--- src/rtl/ipi_hub_pkg.sv ---
package ipi_hub_pkg;

    typedef enum logic [1:0] {
        OP_RAISE  = 2'd0,
        OP_STATUS = 2'd1,
        OP_SOURCE = 2'd2,
        OP_CLEAR  = 2'd3
    } ipi_op_e;

    typedef enum logic {
        RB_IDLE = 1'b0,
        RB_HOLD = 1'b1
    } rb_state_e;

endpackage

--- src/rtl/ipi_hub_arb.sv ---
module ipi_hub_arb #(
    parameter int N = 4
) (
    input  logic [N-1:0] req,
    output logic [N-1:0] gnt
);
    always_comb begin
        logic found;
        found = 1'b0;
        gnt   = '0;
        for (int i = 0; i < N; i++) begin
            if (req[i] && !found) begin
                gnt[i] = 1'b1;
                found  = 1'b1;
            end
        end
    end
endmodule

--- src/rtl/ipi_hub_pend.sv ---
module ipi_hub_pend
    import ipi_hub_pkg::*;
#(
    parameter int N  = 4,
    parameter int CW = 2
) (
    input  logic                  clk,
    input  logic                  rst_n,
    input  logic [N-1:0]          acc,
    input  logic [N-1:0][1:0]     ops,
    input  logic [N-1:0][CW-1:0]  args,
    output logic [N-1:0][N-1:0]   col,   // [receiver][sender]
    output logic [N-1:0]          irq
);
    logic [N-1:0][N-1:0] pend_q, pend_d;   // [sender][receiver]
    logic [N-1:0]        irq_d;

    always_comb begin
        pend_d = pend_q;
        for (int c = 0; c < N; c++) begin
            if (acc[c]) begin
                unique case (ipi_op_e'(ops[c]))
                    OP_RAISE: begin
                        if (args[c] != CW'(c))
                            pend_d[c][args[c]] = 1'b1;
                    end
                    OP_CLEAR:  pend_d[args[c]][c] = 1'b0;
                    OP_STATUS,
                    OP_SOURCE: ;
                endcase
            end
        end
    end

    always_comb begin
        for (int r = 0; r < N; r++) begin
            for (int s = 0; s < N; s++)
                col[r][s] = pend_q[s][r];
            irq_d[r] = |col[r];
        end
    end

    always_ff @(posedge clk or negedge rst_n) begin
        if (!rst_n) begin
            pend_q <= '0;
            irq    <= '0;
        end else begin
            pend_q <= pend_d;
            irq    <= irq_d;
        end
    end
endmodule

--- src/rtl/ipi_hub_rdbk.sv ---
module ipi_hub_rdbk
    import ipi_hub_pkg::*;
#(
    parameter int N    = 4,
    parameter int CW   = 2,
    parameter int CORE = 0
) (
    input  logic                clk,
    input  logic                rst_n,
    input  logic                acc,
    input  logic [1:0]          op,
    input  logic [CW-1:0]       arg,
    input  logic [N-1:0][N-1:0] col,
    output logic [N-1:0]        data,
    output logic                valid
);
    rb_state_e  state_q, state_d;
    logic [N-1:0] data_q, data_d;
    logic [N-1:0] result;

    always_comb begin
        result = '0;
        unique case (ipi_op_e'(op))
            OP_STATUS: result[0] = |col[arg];
            OP_SOURCE: result    = col[CORE];
            OP_RAISE,
            OP_CLEAR:  result    = '0;
        endcase
    end

    always_comb begin
        state_d = state_q;
        data_d  = data_q;
        if (acc) begin
            unique case (ipi_op_e'(op))
                OP_STATUS, OP_SOURCE: begin
                    state_d = RB_HOLD;
                    data_d  = result;
                end
                OP_RAISE, OP_CLEAR: begin
                    state_d = RB_IDLE;
                    data_d  = '0;
                end
            endcase
        end
    end

    always_ff @(posedge clk or negedge rst_n) begin
        if (!rst_n) begin
            state_q <= RB_IDLE;
            data_q  <= '0;
        end else begin
            state_q <= state_d;
            data_q  <= data_d;
        end
    end

    always_comb begin
        unique case (state_q)
            RB_IDLE: begin
                valid = 1'b0;
                data  = '0;
            end
            RB_HOLD: begin
                valid = 1'b1;
                data  = data_q;
            end
        endcase
    end
endmodule

--- src/rtl/ipi_hub.sv ---
module ipi_hub #(
    parameter int NUM_CORES = 4,
    parameter int CW        = $clog2(NUM_CORES)
) (
    input  logic                           clk,
    input  logic                           rst_n,
    input  logic [NUM_CORES-1:0]           cmd_valid,
    input  logic [2*NUM_CORES-1:0]         cmd_op,
    input  logic [CW*NUM_CORES-1:0]        cmd_core,
    output logic [NUM_CORES-1:0]           cmd_ready,
    output logic [NUM_CORES*NUM_CORES-1:0] rd_data,
    output logic [NUM_CORES-1:0]           rd_valid,
    output logic [NUM_CORES-1:0]           irq
);
    localparam int N = NUM_CORES;

    logic [N-1:0]          gnt;
    logic [N-1:0]          acc;
    logic [N-1:0][1:0]     ops;
    logic [N-1:0][CW-1:0]  args;
    logic [N-1:0][N-1:0]   col;

    assign ops  = cmd_op;
    assign args = cmd_core;

    ipi_hub_arb #(.N(N)) u_arb (
        .req (cmd_valid),
        .gnt (gnt)
    );

    assign cmd_ready = gnt;
    assign acc       = cmd_valid & gnt;

    ipi_hub_pend #(.N(N), .CW(CW)) u_pend (
        .clk   (clk),
        .rst_n (rst_n),
        .acc   (acc),
        .ops   (ops),
        .args  (args),
        .col   (col),
        .irq   (irq)
    );

    for (genvar c = 0; c < N; c++) begin : g_port
        ipi_hub_rdbk #(.N(N), .CW(CW), .CORE(c)) u_rdbk (
            .clk   (clk),
            .rst_n (rst_n),
            .acc   (acc[c]),
            .op    (ops[c]),
            .arg   (args[c]),
            .col   (col),
            .data  (rd_data[c*N +: N]),
            .valid (rd_valid[c])
        );
    end
endmodule

--- config.mk ---
export PLATFORM = sky130hd
export DESIGN_NAME = ipi_hub
export DESIGN_NICKNAME = d
export VERILOG_FILES = /design/src/rtl/ipi_hub_pkg.sv /design/src/rtl/ipi_hub_arb.sv /design/src/rtl/ipi_hub_pend.sv /design/src/rtl/ipi_hub_rdbk.sv /design/src/rtl/ipi_hub.sv
export SDC_FILE = /design/constraint.sdc
export NUM_CORES = 1
export LEC_CHECK = 0
export ABC_CLOCK_PERIOD_IN_PS = 2000
export BUFFER_PORTS_ARGS = -buffer_cell sky130_fd_sc_hd__buf_2
export CORE_AREA = 5 5 71 80
export DETAILED_ROUTE_END_ITERATION = 10
export DIE_AREA = 0 0 76 85
export GPL_TIMING_DRIVEN = 1
export HOLD_SLACK_MARGIN = 0.06
export PLACE_DENSITY = 0.78
export SYNTH_ARGS = -nofsm -noshare
export SYNTH_HDL_FRONTEND = slang
export SYNTH_HIERARCHICAL = 1
export SYNTH_SLANG_ARGS = --single-unit
--- constraint.sdc ---
create_clock -name clk -period 2 [get_ports clk]
set_input_delay 0.6 -clock clk [delete_from_list [all_inputs] [get_ports clk]]
set_output_delay 0.6 -clock clk [all_outputs]
set_load 0.05 [all_outputs]
==> results of run 1 <==
-- power by group --
part           total, uW  leakage [uW]  internal [uW]  switching (uW)
clock network        661     0.0000552            371             291
registers            943      0.000536            876            66.9
logic                617      0.000895            212             405
-- Yosys cell counts (all sizes together) (3+ instances only) --
cell type / number
nand4: 3
dfrtp: 40
inv: 35
nand2b: 8
nor3: 9
ha: 12
a22oi: 5
nand2: 16
nor2b: 4
buf: 3
o22ai: 14
nor3b: 3
nor4: 4
o21ai: 5
nor2: 18
a31oi: 9
a32oi: 3
nor4b: 5
and2: 20
or4b: 4
a21oi: 10
a2bb2oi: 4
nand3b: 3
nand4b: 8
or4: 5
-- final timing paths --
| check | cells after the start | to | slack [ps] | start |
|---|---|---|---|---|
| min in group clk | 2 | g_port[3].u_rdbk/data_q[0] | 520 | g_port[3].u_rdbk/data_q[0] |
| setup / recovery | 3 | cmd_ready[3] | 90 | cmd_valid[0] |
| hold reg to reg | 2 | g_port[3].u_rdbk/data_q[0] | 520 | g_port[3].u_rdbk/data_q[0] |
| setup reg to reg | 4 | g_port[3].u_rdbk/data_q[0] | 490 | u_pend/col[1] |
| hold / removal | 1 | g_port[3].u_rdbk/data_q[1] | 250 | rst_n |
| max in group asynchronous | 2 | g_port[1].u_rdbk/data_q[0] | 1280 | rst_n |
-- final cells by class --
class	count	share of cell area, %
Timing Repair Buffer	64	12.0
Multi-Input combinational cell	194	45.7
Inverter	35	4.23
Tap cell	58	2.34
Clock buffer	6	2.34
Clock inverter	2	1.13
Sequential cell	40	32.2
-- metal layers --
layer  vias up  wire length (um)  GRT usage (%)
li1       1133                 -              -
met1      1168              2830           25.2
met2       105              3190           35.0
met3        17               406           4.88
met4         0               119           7.61
met5         -                 0              0
-- repair_timing --
| action | 4_1_cts | 5_1_grt |
|---|---|---|
| setup endpoints to repair | 0 | 1 |
| buffers inserted | 0 | 0 |
| gates resized for setup | 0 | 1 |
-- registers in the layout (all words and copies together) (netlist names) --
signal                 flops
g_port.u_rdbk/data_q      16
u_pend/col                16
g_port.u_rdbk/state_q      4
u_pend/irq                 4
-- logic make-up after synthesis --
logic type	Yosys count
flops	40
compound gates	65
simple gates	117
buf+inv	40
fa+ha+maj	12
-- worst max-delay path, delay by kind of cell --
kind | cells | cell delay (ps)
simple gates | 1 | 270
buf+inv | 2 | 440
-- per-stage QoR --
stage          utilization, %  setup WS, ps  hold slack, ps
2_1_floorplan               -          -280             304
3_3_place_gp             62.0          56.7             508
3_5_place_dp             62.0          26.0             505
4_1_cts                  64.2          56.1             252
5_1_grt                  64.3          16.3             270
6_report                 64.3          88.9             248
==> summary.md, run 1 <==
| Metric | Value |
|---|---|
| Outcome | finished clean |
| Synthesized-area fraction occupied by xor and xnor cells | 0% |
| Cells along the critical path | buf_2 -> nor4b_4 -> clkbuf_4 |
| Largest driver fanout on the critical path | 6 |
| Unrepaired setup endpoints after global routing | no |
| Leading cell types in the layout, fill and taps excluded | buf_2 (48), dfrtp_1 (40), inv_1 (34), nor2_1 (18), and2_1 (17) |
| Via count | 2423 |
| Leak Pwr | 0.00149 uW |
| Total of fill cells in the finished design | 418 |
| Nets | 374 |
| Count of buffers inserted at the top-level ports | 49 |
| Flip-flop cell with the highest count after synthesis | dfrtp_1 |
| Area share of the largest cell type after synthesis | 39.4% |
| Complex-gate fraction of the synthesized area | 18.4% |
| Placeable core region | 4830 um^2 |
| CTS hold repair buffers | 0 |
| Clock sink total | 40 |
| Adder-cell share of the synthesized area | 5.90% |
| Hold WC Path Type | input port to asynchronous set/reset pin |
| Residual antenna-violating net count after detailed routing | 0 |
| Placed standard-cell area | 3000 um^2 |
| Worst path arrival time | 1310 ps |
| First-pass GRT wire length | 11.1 mm |
| Cells after synthesis | 274 |
| Top cells by area, synth | dfrtp_1 (39%), ha_1 (5.9%), inv_1 (5.0%) |
| Post-route setup TNS | 0 ps |
| Number of core rows | 27 |
| Endpoints failing setup | 0 |
| TritonCTS buffer count | 5 |
| Post-synth EDFFs | 0 |
| Die W | 76 um |
| Worst setup skew after layout | 7.09 ps |
| Transition at the pin with the smallest max-transition slack | 456 ps |
| Required time at the worst-slack endpoint | 1400 ps |
| Final Slew Violations | 0 |
| Total I/O pin count | 50 |
| Most common library cell in the layout ignoring fill and taps | buf_2 |
| Grt ovf | 0 |
| Distinct cell type count after synthesis | 49 |
| Yosys warns | 6 |
| Achievable clock frequency | 0.523 GHz |
| Initial antenna violation count | 0 |
| Post-route total power | 2220 uW |
| Non-filler instance count after layout | 399 |
| Netlist area before placement | 2540 um^2 |
| Asr flop ratio synth | 100% |
| Inst Count DP | 391 |
| Dominant cell type by area after synthesis | dfrtp_1 |
| Inserted Diodes | 0 |
| Peak per-stage delay on the critical path | 280 ps |
| Aggregate global-route resource usage | 20.6% |
| Main combinational cell family by area after synthesis | simple AND/OR/NAND/NOR gates |
| Synthesized flop and latch total | 40 |
| Number of global-route vias before repair | 2448 |
| Period minus WS final | 1910 ps |
| Clk_lat worst skew | 290 ps |
| Cell area after layout | 3110 um^2 |
| Pin count of the biggest net entering global routing | 24 |
| Mean cell area of the mapped netlist | 9.28 um^2 |
| Slew HR | 69.6% |
| Startpoint type of the worst setup path | input port |
| Mux share of post-synthesis cell area | 0% |
| Final routed wire length divided by cell count | 16.4 um |
| CTS tree | yes |
| Final WL | 6.55 mm |
| Area growth, synth to finish | 22.1% |
| Crit path capture type | output pin |
| Global placer's final weighted congestion | 0.903 |
| Sequential fraction of the synthesis area | 39.4% |
| Final critical-path share of the clock period | 95.6% |
| Synthesized net count | 308 |
| Maximum Capacitance Violations | 0 |
| Final Hold Fails | 0 |
| Clock-pin slew of the registers on the worst-case setup and hold paths | 80 ps |
| CP Class | input port to output pin |
| Number of design rule violations left after detail routing | 0 |
| Height of the chip | 85 um |
| Die footprint | 6460 um^2 |
| Starting DRT DRC Count | 167 |
| Simple-gate portion of the synthesized area | 30.0% |
| Root Driver | clkbuf_8 |
| Area taken by flip-flops and latches | 1000 um^2 |
| Areal power density over the cells | 716 nW/um^2 |
| Initial Utilization | 52.7% |
| Share of post-route cells with drive strength above 1 | 27.0% |
| Max stage delay cell, worst path | clkbuf_4 |
| Number of iterations in the first detailed-routing pass | 5 |
| Area of the multi-input gates | 1420 um^2 |
| HPWL reported at the end of detailed placement | 4.74 mm |
| Worst IR Drop VDD | 0.000384 V |
| Max Buffers Root-to-Sink | 2 |
| Vias per cell | 6.07 |
| Htree depth | 2 |
Note: power is estimated with default switching activity, not from simulation.
==> run 2: changes to the inputs <==
- REMOVE_ABC_BUFFERS: unset -> 1
==> summary.md, run 2 (same netlist as run 1, synthesis figures left out) <==
| Metric | Value |
|---|---|
| Outcome | finished clean |
| Final WL | 5.99 mm (-8.5%) |
| Largest driver fanout on the critical path | 6 (unchanged) |
| Share of total power in the clock network | 29.9% (about the same) |
| HPWL reported at the end of detailed placement | 4.58 mm (-3.2%) |
| Cells along the critical path | buf_2 -> nor4b_4 -> buf_4 -> buf_8 |
| Capture point of the critical path | cmd_ready[3] |
| Inserted Diodes | 0 (unchanged) |
| Nets | 375 (+0.27%) |
| Root Driver | clkbuf_8 |
| Worst-case setup margin in the final layout | 21.2 ps (-67.8 ps) |
| Cell Int Power | 1460 uW (-0.15%) |
| Maximum Capacitance Violations | 0 (unchanged) |
| Post-route setup TNS | 0 ps (unchanged) |
| Transition at the pin with the smallest max-transition slack | 474 ps (+18.8 ps) |
| Clock sink total | 40 (unchanged) |
| Switching power | 757 uW (-0.75%) |
| Residual antenna-violating net count after detailed routing | 0 (unchanged) |
| Period minus WS final | 1980 ps (+67.8 ps) |
| Max stage delay cell, worst path | nor4b_4 |
| Source of the critical timing path | cmd_valid[0] |
| Most common library cell in the layout ignoring fill and taps | buf_2 |
| Leading cell types in the layout, fill and taps excluded | buf_2 (48), dfrtp_1 (40), inv_1 (34), and2_1 (20), nor2_1 (18) |
| Peak per-stage delay on the critical path | 330 ps (+50 ps) |
| Worst path arrival time | 1380 ps (+70 ps) |
| Global placer's final weighted congestion | 0.808 (-11%) |
| Logic gate share of total power | 27.7% (about the same) |
| Htree depth | 2 (unchanged) |
| Initial antenna violation count | 0 (unchanged) |
| End of the worst register-to-register path | g_port[3].u_rdbk/data_q[0] |
| Area growth, synth to finish | 21.0% |
| Initial Utilization | 52.7% (unchanged) |
| Final routed wire length divided by cell count | 15.0 um (-8.7%) |
| CTS hold repair buffers | 0 (unchanged) |
| Number of core rows | 27 (unchanged) |
| Number of global-route vias before repair | 2293 (-6.3%) |
| Die W | 76 um (unchanged) |
| Reg2reg path depth | 4 (unchanged) |
| Areal power density over the cells | 720 nW/um^2 (+0.58%) |
| Starting DRT DRC Count | 147 (-12%) |
| Crit path capture type | output pin |
| Vias per cell | 5.80 (-4.5%) |
| Reg power frac | 42.4% (about the same) |
| Aggregate global-route resource usage | 19.1% (-1.5 points) |
| Number of design rule violations left after detail routing | 0 (unchanged) |
| Total I/O pin count | 50 (unchanged) |
| Via count | 2320 (-4.3%) |
| Die footprint | 6460 um^2 (unchanged) |
| Total of fill cells in the finished design | 432 (+3.3%) |
| Clock-pin slew of the registers on the worst-case setup and hold paths | 80 ps (about the same) |
| Worst setup skew after layout | 3.91 ps (-3.18 ps) |
| Pre-CTS setup slack | -161 ps (-187 ps) |
| Pin count of the biggest net entering global routing | 22 (-8.3%) |
| Clk_lat worst skew | 300 ps (about the same) |
| Leak Pwr | 0.00147 uW (-1.1%) |
| Achievable clock frequency | 0.505 GHz (-3.4%) |
| First-pass GRT wire length | 10.5 mm (-5.4%) |
| Required time at the worst-slack endpoint | 1400 ps (about the same) |
| Max Buffers Root-to-Sink | 2 (unchanged) |
| Final Slew Violations | 0 (unchanged) |
| Number of iterations in the first detailed-routing pass | 4 (-1) |
| Grt ovf | 0 (unchanged) |
| Startpoint type of the worst setup path | input port |
| Hold WC Path Type | input port to asynchronous set/reset pin |
| TritonCTS buffer count | 5 (unchanged) |
| Height of the chip | 85 um (unchanged) |
| CP Class | input port to output pin |
| Slack of the worst reg-to-reg path | 440 ps (-50 ps) |
| CTS tree | yes |
| Placeable core region | 4830 um^2 (unchanged) |
| Slew HR | 68.4% (-1.3 points) |
| Share of post-route cells with drive strength above 1 | 25.7% (-1.2 points) |
| Buffers inserted by post-CTS timing repair | 0 (unchanged) |
| Unrepaired setup endpoints after global routing | no |
| Net switching fraction of the power | 34.2% (-0.14 points) |
| Final Hold Fails | 0 (unchanged) |
| Final critical-path share of the clock period | 98.9% (+3.4 points) |
| Endpoints failing setup | 0 (unchanged) |
| Worst IR Drop VDD | 0.000311 V (-19%) |
| Count of buffers inserted at the top-level ports | 49 (unchanged) |
| Beginning of the worst register-to-register path | u_pend/col[7] |
==> run 2: cell count changes in the layout (fill, tap and decap cells not counted) <==
cell,delta
and2_1,+3
and2_4,-3
buf_4,+2
or3b_2,+2
or3b_4,-2
buf_12,-1
buf_8,+1
clkbuf_4,-1
nor2b_1,+1
nor2b_4,-1
nor3b_1,+1
nor3b_4,-1
==> run 2: per-stage QoR <==
stage                     hold slack (ps)  area (um^2)  total power, uW  cells  utilization [%]
after floorplan                       304         2510             1370    269                -
after global placement                508         2950             1550    392             61.1
after detailed placement              515         2950             1570    392             61.1
after CTS                             265         3070             2220    400             63.5
after global routing                  281         3080             2320    400             63.7
final                                 248         3080             2210    400             63.7
==> run 2: cell type report <==
cell class	instances	area, um^2	area share (%)
inverter	35	131	4.27
tap	58	72.6	2.36
clock buffer	6	72.6	2.36
sequential	40	1000	32.5
timing repair buffer	65	375	12.2
multi-input combinational	194	1390	45.1
clock inverter	2	35.0	1.14
==> run 2: worst max-delay path: cells and delay by family <==
family                 cells  cell delay, ps
buffers and inverters      3             460
AND/OR/NAND/NOR            1             330
==> run 2: worst min-delay path by stage <==
| stage | from | end | slack [ps] | cells after the start |
|---|---|---|---|---|
| floorplan | rst_n | g_port[0].u_rdbk/data_q[0] | 300 | 0 |
| global placement | g_port[3].u_rdbk/data_q[0] | g_port[3].u_rdbk/data_q[0] | 510 | 2 |
| detailed placement | g_port[2].u_rdbk/data_q[0] | g_port[2].u_rdbk/data_q[0] | 520 | 2 |
| CTS | rst_n | g_port[3].u_rdbk/data_q[3] | 270 | 1 |
| global route | rst_n | g_port[3].u_rdbk/data_q[3] | 280 | 1 |
| finish | rst_n | g_port[3].u_rdbk/data_q[3] | 250 | 1 |
==> run 2: what timing repair did <==
item | in CTS | in global routing
pin swaps | 0 | 1
gates resized for setup | 2 | 2
setup endpoints to repair | 1 | 1
==> run 2: power groups by stage <==
| stage | Sequential (uW) | Clock [uW] | Combinational [uW] |
|---|---|---|---|
| 3_5_place_dp | 956 | 0 | 610 |
| 6_report | 938 | 663 | 613 |
| 5_1_grt | 951 | 707 | 665 |
| 3_3_place_gp | 952 | 0 | 601 |
| 2_1_floorplan | 1040 | 0 | 329 |
| 4_1_cts | 939 | 669 | 614 |
==> run 2: layer usage <==
layer	share of wire (%)	GRT usage, %	up-vias
li1	-	-	1133
met1	45	24.0	1107
met2	47	31.9	68
met3	5.3	4.14	12
met4	2.2	7.28	0
met5	0	0	-
==> run 3: changes to the inputs <==
- ABC_CLOCK_PERIOD_IN_PS: 2000 -> 2300
- clock period: 2 -> 2.3 ns (I/O delays scaled with it)
==> summary.md, run 3 (same netlist as run 1, synthesis figures left out) <==
| Metric | Value |
|---|---|
| Worst setup skew after layout | 2.66 ps (-1.26 ps) |
| Grt ovf | 0 (unchanged) |
| Non-filler instance count after layout | 390 (-2.5%) |
| Initial Utilization | 52.7% (unchanged) |
| Share of the core filled with cells | 62.4% (-1.3 points) |
| Pin count of the biggest net entering global routing | 41 (+86%) |
| Post-route setup TNS | 0 ps (unchanged) |
| Startpoint type of the worst setup path | input port |
| Residual antenna-violating net count after detailed routing | 0 (unchanged) |
| Reg power frac | 41.3% (-1.1 points) |
| Height of the chip | 85 um (unchanged) |
| Aggregate global-route resource usage | 18.8% (-0.30 points) |
| Required time at the worst-slack endpoint | 1610 ps (+210 ps) |
| Number of core rows | 27 (unchanged) |
| Placed standard-cell area | 2890 um^2 (-2.1%) |
| Number of iterations in the first detailed-routing pass | 4 (unchanged) |
| Die W | 76 um (unchanged) |
| Hold WC Path Type | input port to asynchronous set/reset pin |
| Final Hold Fails | 0 (unchanged) |
| Htree depth | 2 (unchanged) |
| Area growth, synth to finish | 18.5% |
| Final WL | 5.93 mm (-1.0%) |
| Number of design rule violations left after detail routing | 0 (unchanged) |
| Period minus WS final | 2170 ps |
| Die footprint | 6460 um^2 (unchanged) |
| Endpoints failing setup | 0 (unchanged) |
| Share of total power in the clock network | 32.3% (+2.4 points) |
| Leading cell types in the layout, fill and taps excluded | buf_2 (49), dfrtp_1 (40), inv_1 (34), and2_1 (20), nor2_1 (18) |
| Achievable clock frequency | 0.460 GHz |
| Placeable core region | 4830 um^2 (unchanged) |
| Outcome | finished clean |
| CP Class | input port to output pin |
| Slack of the worst reg-to-reg path | 710 ps (+270 ps) |
| Crit path capture type | output pin |
| Cell Int Power | 1320 uW (-9.4%) |
| Via count | 2266 (-2.3%) |
| Switching power | 655 uW (-14%) |
| Final Slew Violations | 0 (unchanged) |
| Inst Count DP | 382 (-2.6%) |
| Starting DRT DRC Count | 157 (+6.8%) |
| Most common library cell in the layout ignoring fill and taps | buf_2 |
| Largest driver fanout on the critical path | 4 (-2) |
| Nets | 365 (-2.7%) |
| Share of post-route cells with drive strength above 1 | 23.8% (-1.9 points) |
| Clock-pin slew of the registers on the worst-case setup and hold paths | 80 ps (about the same) |
| Slew HR | 77.0% (+8.6 points) |
| Initial antenna violation count | 0 (unchanged) |
| Unrepaired setup endpoints after global routing | no |
| Logic gate share of total power | 26.3% (-1.4 points) |
| Cell area after layout | 3010 um^2 (-2.0%) |
| Number of global-route vias before repair | 2167 (-5.5%) |
| Post-cts gate resize count | 0 (-2) |
| Leak Pwr | 0.00143 uW (-3.0%) |
| Total I/O pin count | 50 (unchanged) |
| Pre-CTS setup slack | 85.1 ps (+246 ps) |
| CTS tree | yes |
| Areal power density over the cells | 655 nW/um^2 (-9.0%) |
| Total of fill cells in the finished design | 414 (-4.2%) |
| Buffers inserted by post-CTS timing repair | 0 (unchanged) |
| First-pass GRT wire length | 10.2 mm (-2.8%) |
| Net switching fraction of the power | 33.2% (-1.0 points) |
| Reg2reg path depth | 4 (unchanged) |
| Transition at the pin with the smallest max-transition slack | 345 ps (-130 ps) |
| Count of buffers inserted at the top-level ports | 49 (unchanged) |
| Worst IR Drop VDD | 0.000342 V (+10%) |
| Max Buffers Root-to-Sink | 2 (unchanged) |
| Root Driver | clkbuf_8 |
| HPWL reported at the end of detailed placement | 4.37 mm (-4.7%) |
| Worst-case setup margin in the final layout | 127 ps (+106 ps) |
| Beginning of the worst register-to-register path | u_pend/col[5] |
| End of the worst register-to-register path | g_port[3].u_rdbk/data_q[0] |
| Clk_lat worst skew | 290 ps (about the same) |
| TritonCTS buffer count | 5 (unchanged) |
| Final routed wire length divided by cell count | 15.2 um (+1.5%) |
| CTS hold repair buffers | 0 (unchanged) |
| Inserted Diodes | 0 (unchanged) |
| Global placer's final weighted congestion | 0.849 (+5.1%) |
| Worst path arrival time | 1480 ps (+100 ps) |
| Maximum Capacitance Violations | 0 (unchanged) |
| Final critical-path share of the clock period | 94.5% |
| Clock sink total | 40 (unchanged) |
| Vias per cell | 5.81 (+0.18%) |
[run 3: critical path: stages]
cell and delay, ps:
buf_2 120, nor4b_2 250, buf_4 160, buf_2 260
[run 3: how the worst max path moves through the flow]
stage | startpoint | end | slack (ps) | cells past startpoint
floorplan | cmd_valid[1] | u_pend/col[6] | -890 | 5
global placement | cmd_valid[1] | u_pend/col[3] | 130 | 7
detailed placement | cmd_valid[1] | u_pend/col[11] | 90 | 7
CTS | cmd_valid[1] | cmd_ready[3] | 130 | 4
global route | cmd_valid[1] | cmd_ready[3] | 80 | 4
finish | cmd_valid[1] | cmd_ready[3] | 130 | 4
[run 3: through the flow]
| stage | hold WS (ps) | total power (uW) |
|---|---|---|
| floorplan | 394 | 1190 |
| global placement | 508 | 1340 |
| detailed placement | 510 | 1350 |
| CTS | 362 | 1990 |
| global route | 373 | 2070 |
| finish | 350 | 1970 |
[run 3: layout make-up]
cell class              count  area (um^2)  area share [%]
clock inverters             1         30.0           0.996
flip-flops and latches     40         1000            33.2
multi-input cells         194         1380            45.8
repair buffers             55          303            10.0
clock buffers               7         96.3            3.20
inverters                  35          131            4.36
well taps                  58         72.6            2.41
[run 3: layer usage]
layer,track usage (%),part of all wire (%),vias to the layer above
met5,0,0,-
li1,-,-,1121
met4,5.83,1.4,0
met3,4.88,6.6,7
met1,24.6,45,1077
met2,30.3,47,61
[run 3: power groups by stage]
stage | logic, uW | registers (uW) | clock network, uW
after CTS | 523 | 818 | 648
after detailed placement | 521 | 832 | 0
after global placement | 515 | 828 | 0
final | 520 | 816 | 639
after floorplan | 286 | 902 | 0
after global routing | 565 | 829 | 673
